**config.mk**
```make
export PLATFORM = sky130hd
export DESIGN_NAME = btbu_top
export DESIGN_NICKNAME = d
export VERILOG_FILES = /design/src/rtl/btbu_pkg.sv /design/src/rtl/btbu_bit_pick.sv /design/src/rtl/btbu_target_gen.sv /design/src/rtl/btbu_decide.sv /design/src/rtl/btbu_top.sv
export SDC_FILE = /design/constraint.sdc
export NUM_CORES = 1
export LEC_CHECK = 0
export BUFFER_PORTS_ARGS = -buffer_cell sky130_fd_sc_hd__buf_4
export CORE_ASPECT_RATIO = 0.8
export CORE_MARGIN = 2
export CORE_UTILIZATION = 29
export DETAILED_ROUTE_END_ITERATION = 8
export SLEW_MARGIN = 5
export SYNTH_ARGS = -nofsm -noshare
export SYNTH_HDL_FRONTEND = slang
export SYNTH_SLANG_ARGS = --single-unit
```
**constraint.sdc**
```tcl
create_clock -name clk -period 4.8 [get_ports clk]
set_clock_uncertainty 0.1 [all_clocks]
set_input_delay 0.48 -clock clk [delete_from_list [all_inputs] [get_ports clk]]
set_output_delay 0.48 -clock clk [all_outputs]
set_load 0.02 [all_outputs]
```
**src/rtl/btbu_pkg.sv**
```systemverilog
// Shared types for the bit-test branch unit.
package btbu_pkg;

    // Decision flags produced for one request.
    typedef struct packed {
        logic taken;
        logic slot_exec;
        logic trap;
    } btbu_flags_t;

endpackage

```
**src/rtl/btbu_bit_pick.sv**
```systemverilog
// Selects one bit of an operand word by index.
// Assumes the index is below DATA_W. An index that is out of range yields 0.
module btbu_bit_pick #(
    parameter int DATA_W = 64,
    localparam int POS_W = $clog2(DATA_W)
) (
    input  logic [DATA_W-1:0] word_i,
    input  logic [POS_W-1:0]  pos_i,
    output logic              bit_o
);
    logic [DATA_W-1:0] hit;

    // One-hot decode of the index, masked by the operand.
    for (genvar g = 0; g < DATA_W; g++) begin : g_sel
        assign hit[g] = word_i[g] && (pos_i == POS_W'(g));
    end

    // Collapse the masked bits into the selected value.
    assign bit_o = |hit;
endmodule

```
**src/rtl/btbu_target_gen.sv**
```systemverilog
// Computes pc + INSN_BYTES + sext(ofs) * INSN_BYTES, wrapping modulo 2^ADDR_W.
// Assumes the displacement is two's complement and counted in instructions.
module btbu_target_gen #(
    parameter int ADDR_W     = 64,
    parameter int OFS_W      = 16,
    parameter int INSN_BYTES = 4
) (
    input  logic [ADDR_W-1:0] pc_i,
    input  logic [OFS_W-1:0]  ofs_i,
    output logic [ADDR_W-1:0] target_o
);
    localparam int SHIFT   = $clog2(INSN_BYTES);
    localparam bit POW2    = ((1 << SHIFT) == INSN_BYTES);
    localparam logic [ADDR_W-1:0] STEP = ADDR_W'(INSN_BYTES);

    logic [ADDR_W-1:0] ofs_ext;
    logic [ADDR_W-1:0] ofs_bytes;

    // Sign-extend the displacement to address width.
    assign ofs_ext = {{(ADDR_W-OFS_W){ofs_i[OFS_W-1]}}, ofs_i};

    // Scale words to bytes: a shift for power-of-two sizes, a multiply otherwise.
    if (POW2) begin : g_shift
        assign ofs_bytes = ofs_ext << SHIFT;
    end else begin : g_mul
        assign ofs_bytes = ofs_ext * STEP;
    end

    // Base is the address after the branch. The sum wraps at the address width.
    assign target_o = pc_i + STEP + ofs_bytes;
endmodule

```
**src/rtl/btbu_decide.sv**
```systemverilog
// Turns the selected bit, the polarity and the slot flag into the decision flags.
// Assumes a branch in a slot is never evaluated and only raises the trap.
module btbu_decide
    import btbu_pkg::*;
(
    input  logic        bit_i,
    input  logic        pol_set_i,
    input  logic        in_slot_i,
    output btbu_flags_t flags_o
);
    // Either trap, or evaluate the condition and request the delay slot.
    always_comb begin
        if (in_slot_i) begin
            flags_o.taken     = 1'b0;
            flags_o.slot_exec = 1'b0;
            flags_o.trap      = 1'b1;
        end else begin
            flags_o.taken     = pol_set_i ? bit_i : ~bit_i;
            flags_o.slot_exec = 1'b1;
            flags_o.trap      = 1'b0;
        end
    end
endmodule

```
**src/rtl/btbu_top.sv**
```systemverilog
// Bit-test conditional branch unit. The outputs are registered one cycle after req_valid.
// Assumes a single request per cycle. The result holds one cycle and is zero when idle.
module btbu_top
    import btbu_pkg::*;
#(
    parameter int DATA_W     = 64,
    parameter int ADDR_W     = 64,
    parameter int OFS_W      = 16,
    parameter int INSN_BYTES = 4,
    localparam int POS_W     = $clog2(DATA_W)
) (
    input  logic              clk,
    input  logic              rst_n,
    input  logic              req_valid,
    input  logic [DATA_W-1:0] req_src,
    input  logic [POS_W-1:0]  req_bit_idx,
    input  logic              req_pol_set,
    input  logic [ADDR_W-1:0] req_pc,
    input  logic [OFS_W-1:0]  req_word_ofs,
    input  logic              req_in_slot,
    output logic              res_valid,
    output logic              res_taken,
    output logic [ADDR_W-1:0] res_target,
    output logic              res_slot_exec,
    output logic              res_trap
);
    logic              sel_bit;
    logic [ADDR_W-1:0] tgt_calc;
    btbu_flags_t       flags;

    btbu_bit_pick #(.DATA_W(DATA_W)) i_pick (
        .word_i (req_src),
        .pos_i  (req_bit_idx),
        .bit_o  (sel_bit)
    );

    btbu_target_gen #(
        .ADDR_W     (ADDR_W),
        .OFS_W      (OFS_W),
        .INSN_BYTES (INSN_BYTES)
    ) i_tgt (
        .pc_i     (req_pc),
        .ofs_i    (req_word_ofs),
        .target_o (tgt_calc)
    );

    btbu_decide i_dec (
        .bit_i     (sel_bit),
        .pol_set_i (req_pol_set),
        .in_slot_i (req_in_slot),
        .flags_o   (flags)
    );

    // Register the result. Idle cycles and trapped requests clear the fields that do not apply.
    always_ff @(posedge clk) begin
        if (!rst_n) begin
            res_valid     <= 1'b0;
            res_taken     <= 1'b0;
            res_target    <= '0;
            res_slot_exec <= 1'b0;
            res_trap      <= 1'b0;
        end else begin
            res_valid     <= req_valid;
            res_taken     <= req_valid && flags.taken;
            res_slot_exec <= req_valid && flags.slot_exec;
            res_trap      <= req_valid && flags.trap;
            res_target    <= (req_valid && !flags.trap) ? tgt_calc : '0;
        end
    end
endmodule

```
; ---- Yosys cells after proc, flatten, opt, wreduce, memory -nomap -nowiden
; Index checks and enable logic that the tools add are counted.
[word_totals]
ff_bits = 68
latch_bits = 0
ramBits = 0
mem_bits_ro = 0
inputBits = 155
out_inout_bits = 68
word_cells = 145
mem_count = 0
[classes]
add_sub_neg = 2
mul = 0
n_div = 0
magnitude_cmp = 0
n_eq_ne = 63
shift = 0
n_mux = 2
bitwise_logic = 1
reduce_logical = 72
[op_table]
columns = cell, count
row1 = == test 6 bit (second input constant), 32
row2 = == test 6 x 5 -> 1 bit (second input constant), 16
row3 = logical AND 1 bit, 68
row4 = adder 64 x 3 -> 64 bit (second input constant), 1
row5 = adder 64 bit, 1
row6 = OR reduction 64 bit, 1
row7 = == test 6 x 4 -> 1 bit (second input constant), 8
row8 = == test 6 x 3 -> 1 bit (second input constant), 4
row9 = == test 6 x 2 -> 1 bit (second input constant), 2
row10 = == test 6 x 1 -> 1 bit (second input constant), 1
row11 = logical NOT 6 bit, 1
row12 = two-way mux 3 bit, 1
row13 = AND reduction 2 bit, 1
row14 = logical NOT 1 bit, 1
row15 = two-way mux 1 bit, 1
row16 = NOT 1 bit, 1

; ---- Logic depth before layout (Yosys ltp)
; Gate-level depths: netlist of the first run.
[logic_depth]
ltp_word = 9
depth_mapped = 14
mapped_depth_nobuf = 14

; ---- Hierarchy
; Synthesis of the first run repeated with hierarchy kept, for this count alone.
[unflattened]
hier_cells = 874
hier_area_um2 = 7410.9
[modules_own_cells]
columns = mod, n_inst, cells_per_inst, area_per_inst_um2, seq_area_each_um2
row1 = btbu_target_gen, 1, 611, 4439.3, 0.0
row2 = btbu_top, 1, 157, 2195.9, 1361.3
row3 = btbu_bit_pick, 1, 102, 752.0, 0.0
row4 = btbu_decide, 1, 4, 23.8, 0.0

; ---- Worst setup path before layout of the first run
; OpenSTA, ideal clock, no wires.
[synth_timing]
path_kind = input -> register
startpoint = in req_pc[3]
endpoint = reg res_target[57]
setup_ns = 0.134
arrival_ns = 3.024
required_time_ns = 4.566
setup_slack_ns = 1.542
cell_stages = 12
n_path_buf = 0
path_cell_list = ha_1 > ha_1 > fa_1 > a21oi_1 > o211ai_1 > a211o_1 > o21a_2 > o21ai_2 > o21ai_2 > a21boi_1 > mux2i_1 > o311ai_1
[synth_via]
elab_chain_cells = 2
[synth_lines]
columns = item, line
row1 = start: declaration, btbu_top.sv:18  ; input logic [ADDR_W-1:0] req_pc,
row2 = adder 64 x 3 -> 64 bit, btbu_target_gen.sv:30  ; assign target_o = pc_i + STEP + ofs_bytes;
row3 = adder 64 bit, btbu_target_gen.sv:30
row4 = end signal: assignment, btbu_top.sv:67  ; res_target <= (req_valid && !flags.trap) ? tgt_calc : '0;
row5 = end: declaration, btbu_top.sv:23  ; output logic [ADDR_W-1:0] res_target,
; Every way passes these cells.
; A chain may end at the register's enable or synchronous reset.

; ---- Worst setup path in the final report of the first run
[layout_timing]
startpoint = in req_word_ofs[15]
endpoint = reg res_target[56]
[layout_via]
elab_chain_cells = 1
[layout_lines]
columns = item, line
row1 = start: declaration, btbu_top.sv:19  ; input logic [OFS_W-1:0] req_word_ofs,
row2 = adder 64 bit, btbu_target_gen.sv:30
; Every way passes these cells.

==> summary.md, run 1 <==
| Metric | Value |
|---|---|
| Final hold viol count | 0 |
| Antenna violations before repair | 0 |
| Status | finished, final reports clean |
| NetSw | 843.7 uW |
| Post-route core utilization | 0.3876 |
| Largest net degree at the start of global routing | 58 |
| Placed wire-length estimate | 17.56 mm |
| Clock share of power | 0.301 |
| Fillers | 2394 |
| RD Place Congestion | 0.9055 |
| Power Density | 254.7 nW/um^2 |
| Antenna Nets Post-Route | 0 |
| Placed cell count | 1337 |
| Total track usage | 0.1679 |
| Die area | 24760 um^2 |
| Initial DRC count | 344 |
| Worst hold slack | 237.8 ps |
| Diode count | 0 |
| Chip Width | 175.4 um |
| Post-CTS Setup Bufs | 0 |
| Mapped Avg Cell Area | 8.089 um^2 |
| Post-synthesis cell count | 843 |
| Top post-synthesis cells by area | ha_1, dfxtp_1, a21oi_1 |
| Gr ovfl total | 0 |
| Relative slew slack | 0.5967 |
| Synth Register Bits | 68 |
| Logic gate share of total power | 0.435 |
| Max-Cap Viols | 0 |
| Hold path startpoint | req_pc[0] |
| CP required | 4910 ps |
| Switching Fraction | 0.3672 |
| Die height | 141.2 um |
| Leak | 4.297 nW |
| Final Cell Area | 9020 um^2 |
| Synth unique cells | 73 |
| Slew Limit Fails | 0 |
| Sequential share of power | 0.264 |
| Final non-filler cell total | 1353 |
| Final-stage net count | 1313 |
| Routed via count | 6851 |
| Share of layout cells above drive strength 1 | 0.2584 |
| CORE AREA | 23270 um^2 |
| HP Class | in2reg |
| CTS Hold Buffers Added | 0 |
| Clk slew on worst S/H paths | 60 ps |
| PostCTS Resize Cnt | 0 |
| Placed cell area | 8708 um^2 |
| Post-Syn Area | 6819 um^2 |
| Routed wire length | 21.23 mm |
| FMAX | 275.9 MHz |
| CP Launch Type | input pin |
| Vias/cell | 5.064 |
| Final min period | 3625 ps |
| Critical path origin | req_word_ofs[15] |
| Setup WS pre-CTS | 885.8 ps |
| Post-Route Setup TNS | 0 ps |
| Async S/R FF share, synth | 0 |
| Register area share after synthesis | 0.1996 |
| H-tree Lvls | 3 |
| Peak VDD IR | 0.1260 mV |
| CP Capture Type | flip-flop |
| First-pass GRT wire length | 33.42 mm |
| Clock Path Buffers | 2 |
| Area of the multi-input gates | 5181 um^2 |
| Tot Pwr | 2.298 mW |
| Post-synth EDFFs | 0 |
| P_int | 1.454 mW |
| Vias in the first global route | 6507 |
| Setup WS post-layout | 1175 ps |
| Synth warnings | 0 |
| Setup-failing EPs final | 0 |
| Worst Setup Path Type | in2reg |
| TritonRoute pass-1 iters | 4 |
| Starting Density | 0.2930 |
| Syn nets | 1120 |
| Top cell type's share of synthesized area | 0.2220 |
| Port bufs | 222 |
| Register area | 1361 um^2 |
| I/O pin count | 223 |
| Unrepaired setup endpoints after global routing | no |
| Tcrit/Tclk final | 0.7552 |
| Clk root buf | clkbuf_16 |
| Standard-cell row count | 50 |
| Most used DFF post-synth | dfxtp_1 |
| WL/cell | 15.69 um |
| Synth area leader | ha_1 |
| Layout area overhead | 32.28% |
| Worst Path Max Fanout | 47 |
| CTS tree | built |
| Drt drc | 0 |
| Clk sink count | 68 |
| Inserted Clock Buffers | 9 |
| Worst Tran Pin Value | 599.4 ps |
| Critical Path AT | 3740 ps |
## path summary, 6_finish.rpt
path	cells after the start	to	slack, ps
worst min-delay path	2	res_target[0]	240
worst max-delay path	12	res_target[56]	1180
## flip-flops by register name (all words and copies together) (netlist names)
register / cells
res_slot_exec: 1
res_taken: 1
res_target: 64
res_trap: 1
res_valid: 1
## logic make-up after synthesis
| group | synth area share |
|---|---|
| AND/OR/NAND/NOR | 0.1921 |
| AO/OA/AOI/OAI | 0.2519 |
| adder cells (fa/ha/maj) | 0.2250 |
| flip-flops | 0.1996 |
| buffers and inverters | 0.04092 |
| XOR/XNOR | 0.06807 |
| multiplexers | 0.02238 |
## worst max-delay path, cell delays in order
cell	delay, ps
buf_4	440
ha_1	340
ha_1	380
a21oi_1	220
o21ai_1	180
nor4_1	550
a21oi_2	160
nor3_1	260
nor4_2	100
o31ai_1	350
and3_1	210
nor3_1	40
## layout by cell type, fill, tap and decap left out, types with 4 or more instances in the layout
master	netlist	routed
nand2_1	55	55
o2111ai_1	4	4
mux2i_1	13	13
o21bai_1	9	9
o21ai_1	8	8
o21ai_0	35	35
o22ai_1	6	6
nand3b_1	5	5
clkbuf_16	0	9
and2_1	16	16
nand2b_1	6	5
and3_1	11	11
o311ai_1	4	4
a22oi_1	7	7
nor2_1	85	85
dfxtp_1	68	68
or3_1	6	6
o221ai_1	4	4
a21oi_2	4	4
nand3_1	14	14
ha_1	121	121
a31oi_1	12	12
xor2_1	21	21
a211oi_1	5	5
o21a_1	7	7
buf_4	0	224
inv_1	24	24
o31ai_1	5	5
nor2b_1	8	8
nor3_1	15	15
a21oi_1	76	76
o211ai_1	6	6
nand4_1	22	22
a21o_1	32	32
xnor2_1	32	32
## per-layer routing
metal / global-route usage / vias to the layer above / share of wire
li1: - / 3506 / -
met1: 0.2359 / 3117 / 0.48
met2: 0.2582 / 191 / 0.44
met3: 0.02670 / 37 / 0.052
met4: 0.06264 / 0 / 0.029
met5: 0 / - / 0
## cell usage after synthesis, types with 3 or more instances
| cell type | instances |
|---|---|
| nand4_1 | 22 |
| a22oi_1 | 7 |
| nand2_1 | 55 |
| o31ai_1 | 5 |
| a21oi_1 | 76 |
| a21oi_2 | 4 |
| ha_1 | 121 |
| o21ai_0 | 35 |
| a31oi_1 | 12 |
| mux2i_1 | 13 |
| a21o_1 | 32 |
| o22ai_1 | 6 |
| nor4_1 | 3 |
| buf_2 | 16 |
| o31a_1 | 3 |
| and3_1 | 11 |
| or2_2 | 3 |
| nand3b_1 | 5 |
| nand2b_1 | 6 |
| nand3_1 | 14 |
| o21bai_1 | 9 |
| nor2_1 | 85 |
| clkbuf_1 | 23 |
| o311ai_1 | 4 |
| or3_1 | 6 |
| dfxtp_1 | 68 |
| o221ai_1 | 4 |
| nor2b_1 | 8 |
| o2111ai_1 | 4 |
| o211ai_1 | 6 |
| and4_1 | 3 |
| inv_1 | 24 |
| and2_1 | 16 |
| xnor2_1 | 32 |
| o21a_1 | 7 |
| xor2_1 | 21 |
| nor3_1 | 15 |
| a211oi_1 | 5 |
| o21ai_1 | 8 |
## area by class of cell
cell class,instances,share of cell area
multi-input combinational,708,0.5744
timing repair buffer,224,0.1864
sequential,68,0.1509
tap,312,0.04328
clock buffer,10,0.02649
inverter,25,0.01040
clock inverter,6,0.008045
## power by group through the flow
| stage | sequential (mW) | clock [mW] | combinational, mW |
|---|---|---|---|
| after floorplan | 0.659 | 0 | 0.636 |
| after global placement | 0.620 | 0 | 0.994 |
| after detailed placement | 0.619 | 0 | 0.993 |
| after CTS | 0.607 | 0.710 | 0.998 |
| after global routing | 0.609 | 0.731 | 1.11 |
| final | 0.606 | 0.692 | 0.999 |
Note: power is estimated with default switching activity, not from simulation.
==> run 2, diff against run 1 <==
==> constraint.sdc (replaced) <==
create_clock -name clk -period 3.27 [get_ports clk]
set_clock_uncertainty 0.1 [all_clocks]
set_input_delay 0.327 -clock clk [delete_from_list [all_inputs] [get_ports clk]]
set_output_delay 0.327 -clock clk [all_outputs]
set_load 0.02 [all_outputs]
==> run 2 against run 1 <==
Compared with the run above: first-iteration DRC count is 13% lower; global-route usage is 0.73 points higher; flip-flop and latch count stayed put; largest cell class unchanged.
==> summary.md, run 2 (synthesis results as in run 1) <==
| Metric | Value |
|---|---|
| Placed cell area | 9729 um^2 (was 8708 um^2) |
| CTS tree | built (unchanged) |
| Final-stage net count | 1449 (was 1313) |
| CP Capture Type | flip-flop (unchanged) |
| Max-Cap Viols | 0 (unchanged) |
| Power Density | 363.0 nW/um^2 (was 254.7 nW/um^2) |
| Unrepaired setup endpoints after global routing | no (unchanged) |
| Placed cell count | 1473 (was 1337) |
| Leak | 4.948 nW (was 4.297 nW) |
| Final hold viol count | 0 (unchanged) |
| Standard-cell row count | 50 (unchanged) |
| CORE AREA | 23270 um^2 (unchanged) |
| Antenna Nets Post-Route | 0 (unchanged) |
| Clock Path Buffers | 2 (unchanged) |
| Slew Limit Fails | 0 (unchanged) |
| Chip Width | 175.4 um (unchanged) |
| Worst Setup Path Type | in2reg (unchanged) |
| Clk slew on worst S/H paths | 60 ps (about the same) |
| WL/cell | 14.89 um (was 15.69 um) |
| Post-CTS Setup Bufs | 0 (unchanged) |
| Starting Density | 0.2930 (unchanged) |
| CP Launch Type | input pin (unchanged) |
| Area of the multi-input gates | 5192 um^2 (was 5181 um^2) |
| Placed wire-length estimate | 18.79 mm (was 17.56 mm) |
| H-tree Lvls | 3 (unchanged) |
| Gr ovfl total | 0 (unchanged) |
| Relative slew slack | 0.6158 (was 0.5967) |
| Largest net degree at the start of global routing | 40 (was 58) |
| Vias/cell | 4.886 (was 5.064) |
| Max reg flops | 64 (unchanged) |
| Post-route core utilization | 0.4320 (was 0.3876) |
| Setup WS pre-CTS | -172.0 ps (was 885.8 ps) |
| Drt drc | 0 (unchanged) |
| Routed wire length | 22.16 mm (was 21.23 mm) |
| Fillers | 2357 (was 2394) |
| Tcrit/Tclk final | 0.9284 |
| Peak VDD IR | 0.2098 mV (was 0.1260 mV) |
| Clk root buf | clkbuf_16 (unchanged) |
| Commonest non-fill, non-tap cell in the layout | buf_4 (unchanged) |
| Clk sink count | 68 (unchanged) |
| I/O pin count | 223 (unchanged) |
| Register area | 1361 um^2 (unchanged) |
| Share of layout cells above drive strength 1 | 0.3449 (was 0.2584) |
| First-pass GRT wire length | 35.15 mm (was 33.42 mm) |
| Tot Pwr | 3.649 mW (was 2.298 mW) |
| Hold depth | 2 (unchanged) |
| Final Cell Area | 10050 um^2 (was 9020 um^2) |
| Antenna violations before repair | 0 (unchanged) |
| Commonest non-fill, non-tap cells in the layout | buf_4, ha_1, nor2_1 (unchanged) |
| Die height | 141.2 um (unchanged) |
| Critical path cell sequence | buf_4 -> ha_1 -> ha_1 -> fa_1 -> a21oi_2 -> o211ai_1 -> a211o_1 -> o21a_2 -> o21ai_4 -> o21ai_2 -> a21boi_1 -> buf_4 -> mux2i_1 -> o311ai_1 (was buf_4 -> ha_1 -> ha_1 -> a21oi_1 -> o21ai_1 -> nor4_1 -> a21oi_2 -> nor3_1 -> nor4_2 -> o31ai_1 -> and3_1 -> nor3_1) |
| Critical Path AT | 3150 ps (was 3740 ps) |
| Routed via count | 7275 (was 6851) |
| Worst Tran Pin Value | 575.7 ps (was 599.4 ps) |
| Inserted Clock Buffers | 9 (unchanged) |
| Total track usage | 0.1753 (was 0.1679) |
| WHS Endpoint | res_target[1] (was res_target[0]) |
| Vias in the first global route | 6946 (was 6507) |
| Setup WS post-layout | 234.3 ps (was 1175 ps) |
| Setup-failing EPs final | 0 (unchanged) |
| TritonRoute pass-1 iters | 6 (was 4) |
| Diode count | 0 (unchanged) |
| Layout area overhead | 47.43% (was 32.28%) |
| HP Class | in2reg (unchanged) |
| Final min period | 3036 ps |
| Hold path startpoint | req_pc[1] (was req_pc[0]) |
| Most flops, register | res_target (unchanged) |
| RD Place Congestion | 0.8807 (was 0.9055) |
| Port bufs | 222 (unchanged) |
| Die area | 24760 um^2 (unchanged) |
| Final non-filler cell total | 1489 (was 1353) |
| FMAX | 329.4 MHz |
| Crit path max-delay cell type | fa_1 (was nor4_1) |
| Initial DRC count | 298 (was 344) |
| Worst Path Max Fanout | 4 (was 47) |
| Status | finished, final reports clean (unchanged) |
| CP required | 3380 ps (was 4910 ps) |
| Max incr delay on CP | 410 ps (was 550 ps) |
run 2: layout make-up:
type                            instances  share of cell area
Clock inverter                          7            0.008339
Tap cell                              312             0.03883
Inverter                               25            0.009334
Multi-Input combinational cell        708              0.5165
Sequential cell                        68              0.1354
Clock buffer                            9             0.02240
Timing Repair Buffer                  360              0.2692
run 2: where the power goes:
part	internal (mW)	switching, mW	leakage, nW
registers	0.876	0.0144	0.554
logic	0.863	0.884	4.25
clock network	0.603	0.409	0.149
run 2: metal layers:
metal | GRT usage | wire length, um
met2 | 0.2889 | 10150
met5 | 0 | 0
met3 | 0.02589 | 899
met4 | 0.04393 | 355
met1 | 0.2402 | 10760
run 2: per-stage QoR:
stage / hold WS, ps / setup TNS (ps)
2_1_floorplan: 348.7 / 0
3_3_place_gp: 429.8 / -1811
3_5_place_dp: 437.6 / -2326
4_1_cts: 71.96 / 0
5_1_grt: 70.40 / 0
6_report: 81.29 / 0
run 2: repair_timing:
item / CTS / global route
hold endpoints to repair: 0 / 0
setup endpoints to repair: 0 / 5
resized for setup: 0 / 3
hold buffers: 0 / 0
run 2: how the worst max path moves through the flow:
stage | from | to | depth (start not counted)
after global placement | req_word_ofs[15] | res_target[53] | 11
after CTS | req_word_ofs[15] | res_target[63] | 14
final | req_pc[3] | res_target[57] | 14
after global routing | req_word_ofs[15] | res_target[57] | 14
after floorplan | req_pc[3] | res_target[57] | 12
after detailed placement | req_word_ofs[15] | res_target[63] | 14
run 2: worst max-delay path, delay by kind of cell:
| kind | cells | cell delay, ps |
|---|---|---|
| adder cells (fa/ha/maj) | 3 | 930 |
| buffers and inverters | 2 | 260 |
| multiplexers | 1 | 180 |
| AO/OA/AOI/OAI | 8 | 1450 |
